--- config.mk ---
export PLATFORM = sky130hd
export DESIGN_NAME = mbox_irq
export DESIGN_NICKNAME = d
export VERILOG_FILES = /design/src/rtl/mbox_irq_pkg.sv /design/src/rtl/mbox_port_dec.sv /design/src/rtl/mbox_flag.sv /design/src/rtl/mbox_irq.sv
export SDC_FILE = /design/constraint.sdc
export NUM_CORES = 1
export LEC_CHECK = 0
export BUFFER_PORTS_ARGS = -buffer_cell sky130_fd_sc_hd__buf_2
export CAP_MARGIN = 5
export CORE_AREA = 3 3 40 42
export CTS_BUF_LIST = sky130_fd_sc_hd__clkbuf_4
export CTS_CLUSTER_DIAMETER = 30
export DETAILED_ROUTE_END_ITERATION = 6
export DIE_AREA = 0 0 43 45
export HOLD_SLACK_MARGIN = 0.06
export PLACE_DENSITY = 0.5
export SYNTH_ARGS = -nofsm -noshare
export SYNTH_HDL_FRONTEND = slang
export SYNTH_HIERARCHICAL = 1
export SYNTH_SLANG_ARGS = --single-unit
--- constraint.sdc ---
create_clock -name clk_i -period 0.8 [get_ports clk_i]
set_input_delay 0.16 -clock clk_i [delete_from_list [all_inputs] [get_ports clk_i]]
set_output_delay 0.16 -clock clk_i [all_outputs]
set_load 0.01 [all_outputs]
--- src/rtl/mbox_irq_pkg.sv ---
package mbox_irq_pkg;
  typedef enum logic {PORT_L = 1'b0, PORT_R = 1'b1} port_e;

  typedef struct packed {
    logic send;  // write hit on the word that interrupts the peer
    logic ack;   // read hit on the word that interrupts this port
  } mbox_evt_t;
endpackage

--- src/rtl/mbox_port_dec.sv ---
module mbox_port_dec
  import mbox_irq_pkg::*;
#(
  parameter int unsigned ADDR_W = 10,
  parameter logic [ADDR_W-1:0] SEND_ADDR = '1,
  parameter logic [ADDR_W-1:0] ACK_ADDR = '0
) (
  input  logic              ce_ni,
  input  logic              wr_ni,
  input  logic              oe_ni,
  input  logic              busy_ni,
  input  logic [ADDR_W-1:0] addr_i,
  output mbox_evt_t         evt_o
);
  logic act, is_wr, is_rd;

  assign act   = !ce_ni && busy_ni;
  assign is_wr = act && !wr_ni;
  assign is_rd = act && wr_ni && !oe_ni;

  always_comb begin
    evt_o.send = is_wr && (addr_i == SEND_ADDR);
    evt_o.ack  = is_rd && (addr_i == ACK_ADDR);
  end
endmodule

--- src/rtl/mbox_flag.sv ---
module mbox_flag (
  input  logic clk_i,
  input  logic rst_ni,
  input  logic set_i,
  input  logic clr_i,
  output logic int_no
);
  logic pend_q;

  // set has priority over clear
  always_ff @(posedge clk_i or negedge rst_ni) begin
    if (!rst_ni)    pend_q <= 1'b0;
    else if (set_i) pend_q <= 1'b1;
    else if (clr_i) pend_q <= 1'b0;
  end

  assign int_no = !pend_q;
endmodule

--- src/rtl/mbox_irq.sv ---
module mbox_irq
  import mbox_irq_pkg::*;
#(
  parameter int unsigned ADDR_W = 10
) (
  input  logic              clk_i,
  input  logic              rst_ni,
  input  logic              l_ce_ni,
  input  logic              l_wr_ni,
  input  logic              l_oe_ni,
  input  logic              l_busy_ni,
  input  logic [ADDR_W-1:0] l_addr_i,
  input  logic              r_ce_ni,
  input  logic              r_wr_ni,
  input  logic              r_oe_ni,
  input  logic              r_busy_ni,
  input  logic [ADDR_W-1:0] r_addr_i,
  output logic              l_int_no,
  output logic              r_int_no
);
  localparam logic [ADDR_W-1:0] TOP_ADDR = '1;
  localparam logic [ADDR_W-1:0] NXT_ADDR = TOP_ADDR - 1'b1;
  localparam int unsigned NPORT = 2;

  logic [NPORT-1:0]              ce_n, wr_n, oe_n, busy_n, int_n;
  logic [NPORT-1:0][ADDR_W-1:0]  addr;
  mbox_evt_t [NPORT-1:0]         evt;

  assign ce_n   = {r_ce_ni,   l_ce_ni};
  assign wr_n   = {r_wr_ni,   l_wr_ni};
  assign oe_n   = {r_oe_ni,   l_oe_ni};
  assign busy_n = {r_busy_ni, l_busy_ni};
  assign addr   = {r_addr_i,  l_addr_i};

  for (genvar p = 0; p < NPORT; p++) begin : g_port
    // left sends on the top word, right sends on the one below
    localparam logic [ADDR_W-1:0] SEND = (p == int'(PORT_L)) ? TOP_ADDR : NXT_ADDR;
    localparam logic [ADDR_W-1:0] ACK  = (p == int'(PORT_L)) ? NXT_ADDR : TOP_ADDR;

    mbox_port_dec #(
      .ADDR_W(ADDR_W), .SEND_ADDR(SEND), .ACK_ADDR(ACK)
    ) u_dec (
      .ce_ni(ce_n[p]), .wr_ni(wr_n[p]), .oe_ni(oe_n[p]),
      .busy_ni(busy_n[p]), .addr_i(addr[p]), .evt_o(evt[p])
    );

    mbox_flag u_flag (
      .clk_i(clk_i), .rst_ni(rst_ni),
      .set_i(evt[NPORT-1-p].send), .clr_i(evt[p].ack),
      .int_no(int_n[p])
    );
  end

  assign l_int_no = int_n[PORT_L];
  assign r_int_no = int_n[PORT_R];
endmodule

==> run metrics <==
Worst-Margin Slew 233 ps; Hold Path Class in2async; Worst Path Max Fanout 2; Synth top area share 23.7%; area of the mapped netlist 211 sq um; Post-Syn Instances 20; clk slew on worst S/H paths 30 ps; die width 43 um; syn_nets 50; Final Skew 0 ps; number of buffers added on ports 31; PD cells 899 mW/mm^2; top post-synthesis cells by area dfrtp_1 24%, nor4_2 12%, o21bai_2 11%; Slew HR 84.4%; predominant post-synthesis flop cell dfrtp_1; Yosys top cell by area dfrtp_1; largest net degree at the start of global routing 3; via count 316; critical path required time 640 ps; first-pass GRT wire length 1.13 mm; Detail Route Antenna Nets 0; max cap viols 0; WP data arrival 740 ps; Fill cells 129; P&R area growth vs syn 128%; Largest regs g_port.u_flag/pend_q: 2 flops; Biggest register g_port.u_flag/pend_q; Die Y 45 um; fraction of registers with async set/reset 100%; Max H-tree Level 1; Top Ports 32; core box area 0.00128 sq mm; CTS tree yes; Iter 0 DRT Violations 2; multi-input logic area 171 sq um; DP HPWL 605 um; Crit Path Category reg2out; Root Buffer clkbuf_4; worst vdd ir 0.449 mV; Cell variety after synth 13; gpl congestion 0.611; vias in the first global route 313; number of synthesized flops with an enable pin 0; sequential share of the synthesized area 23.7%; Syn. warnings 6; die area 0.00194 sq mm; FF-to-FF path depth 4; final hold vios 0; Overflow after GRT 0; ANT cells 0; RR Startpoint g_port[1].u_flag/pend_q$_DFFE_PN0P_; total power draw 0.000434 W; clock network latency to the later pin of the worst-skew pair 220 ps; r2r endpoint g_port[1].u_flag/pend_q$_DFFE_PN0P_; failing checks setup timing; Nets 90; DR pass1 iterations 2; CTS Buf Count 3; # setup viols final 2; initial antenna violation count 0; final WL 754 um; CTS Buffer Depth 2; sequential cell area 50.0 sq um; post-layout util 37.6%; RSZ-0062 raised after global routing true; nature of the critical path endpoint primary output; Leakage 0.247 nW; count leader, synth nand4_1; Initial Util 16.5%; fin crit share 113%; drt drc 0; max-slew violation count 0; setup ws final -101 ps; Worst setup SP type register; Worst R2R Setup Slack 0 ps; synthesis-stage register bit count 2; Setup WS pre-CTS -231 ps; Peak Freq 1110 MHz; Vias/cell 4.33; number of flip-flops in the largest register 2; row cnt 13; share of layout cells above drive strength 1 82.8%; clock sink count 2; syn_area_per_cell 10.6 sq um; min Tclk post-route 901 ps; post-DR wirelength/cell 10.3 um; status finished, violations left; Tot GR Track Use 7.90%
[layer usage]
layer	vias up	GRT usage [%]	wire, um
met1	131	7.91	244
met3	0	1.99	135
li1	156	-	-
met2	29	15.3	374
met4	0	3.61	0
met5	-	0	0
[worst max path at each step]
stage / startpoint / end / slack (ps) / cells after the start
4_1_cts: g_port[1].u_flag/pend_q$_DFFE_PN0P_ / r_int_no / -100 / 2
3_5_place_dp: l_oe_ni / g_port[0].u_flag/pend_q$_DFFE_PN0P_ / -230 / 4
6_report: g_port[1].u_flag/pend_q$_DFFE_PN0P_ / r_int_no / -100 / 2
3_3_place_gp: l_oe_ni / g_port[0].u_flag/pend_q$_DFFE_PN0P_ / -220 / 4
5_1_grt: g_port[1].u_flag/pend_q$_DFFE_PN0P_ / r_int_no / -150 / 2
2_1_floorplan: l_oe_ni / g_port[0].u_flag/pend_q$_DFFE_PN0P_ / -100 / 3
[timing repair]
item,4_1_cts,5_1_grt
endpoints found under the setup margin,3,3
resized for setup,5,4
hold buffers,1,0
buffers inserted,2,1
hold endpoints to repair,2,0
[report_power, final]
part	total [W]	switching [W]	internal (W)
Sequential	0.000103	0.000000209	0.000102
Clock	0.000213	0.0000483	0.000165
Combinational	0.000119	0.0000420	0.0000766
[cell type report]
type                            instances  area share [%]
Multi-Input combinational cell         16            35.5
Timing Repair Buffer                   35            44.0
Sequential cell                         2            10.4
Clock buffer                            3            4.66
Inverter                                2            1.55
Tap cell                               15            3.89
[cell families after synthesis]
group	synth area share, %
flip-flops	23.7
AND/OR/NAND/NOR	62.1
buffers and inverters	3.55
AO/OA/AOI/OAI	10.7
[placed cells by master, fill, tap and decap left out, drive strengths merged]
cell type,Yosys,final
inv,2,2
nor4,3,3
dfrtp,2,2
nand3b,3,3
or3b,1,1
nor4b,1,1
o21bai,2,2
nor2,1,1
nand4,4,4
dlygate4sd3,0,1
clkbuf,0,3
buf,0,34
nand2b,1,1
[worst max-delay path, cell delays in order (launching register included)]
cell,delay [ps]
dfrtp_1,370
inv_2,60
buf_6,90
[per-stage QoR]
| stage | instance area (sq um) | hold WS (ps) | std cells | TNS [ps] |
|---|---|---|---|---|
| finish | 483 | 265 | 73 | -193 |
| global route | 483 | 276 | 73 | -346 |
| CTS | 452 | 250 | 72 | -203 |
| detailed placement | 385 | -53.0 | 66 | -404 |
| global placement | 385 | -52.1 | 66 | -392 |
| floorplan | 211 | -136 | 20 | -104 |
Power figures use the tool's default switching activity.
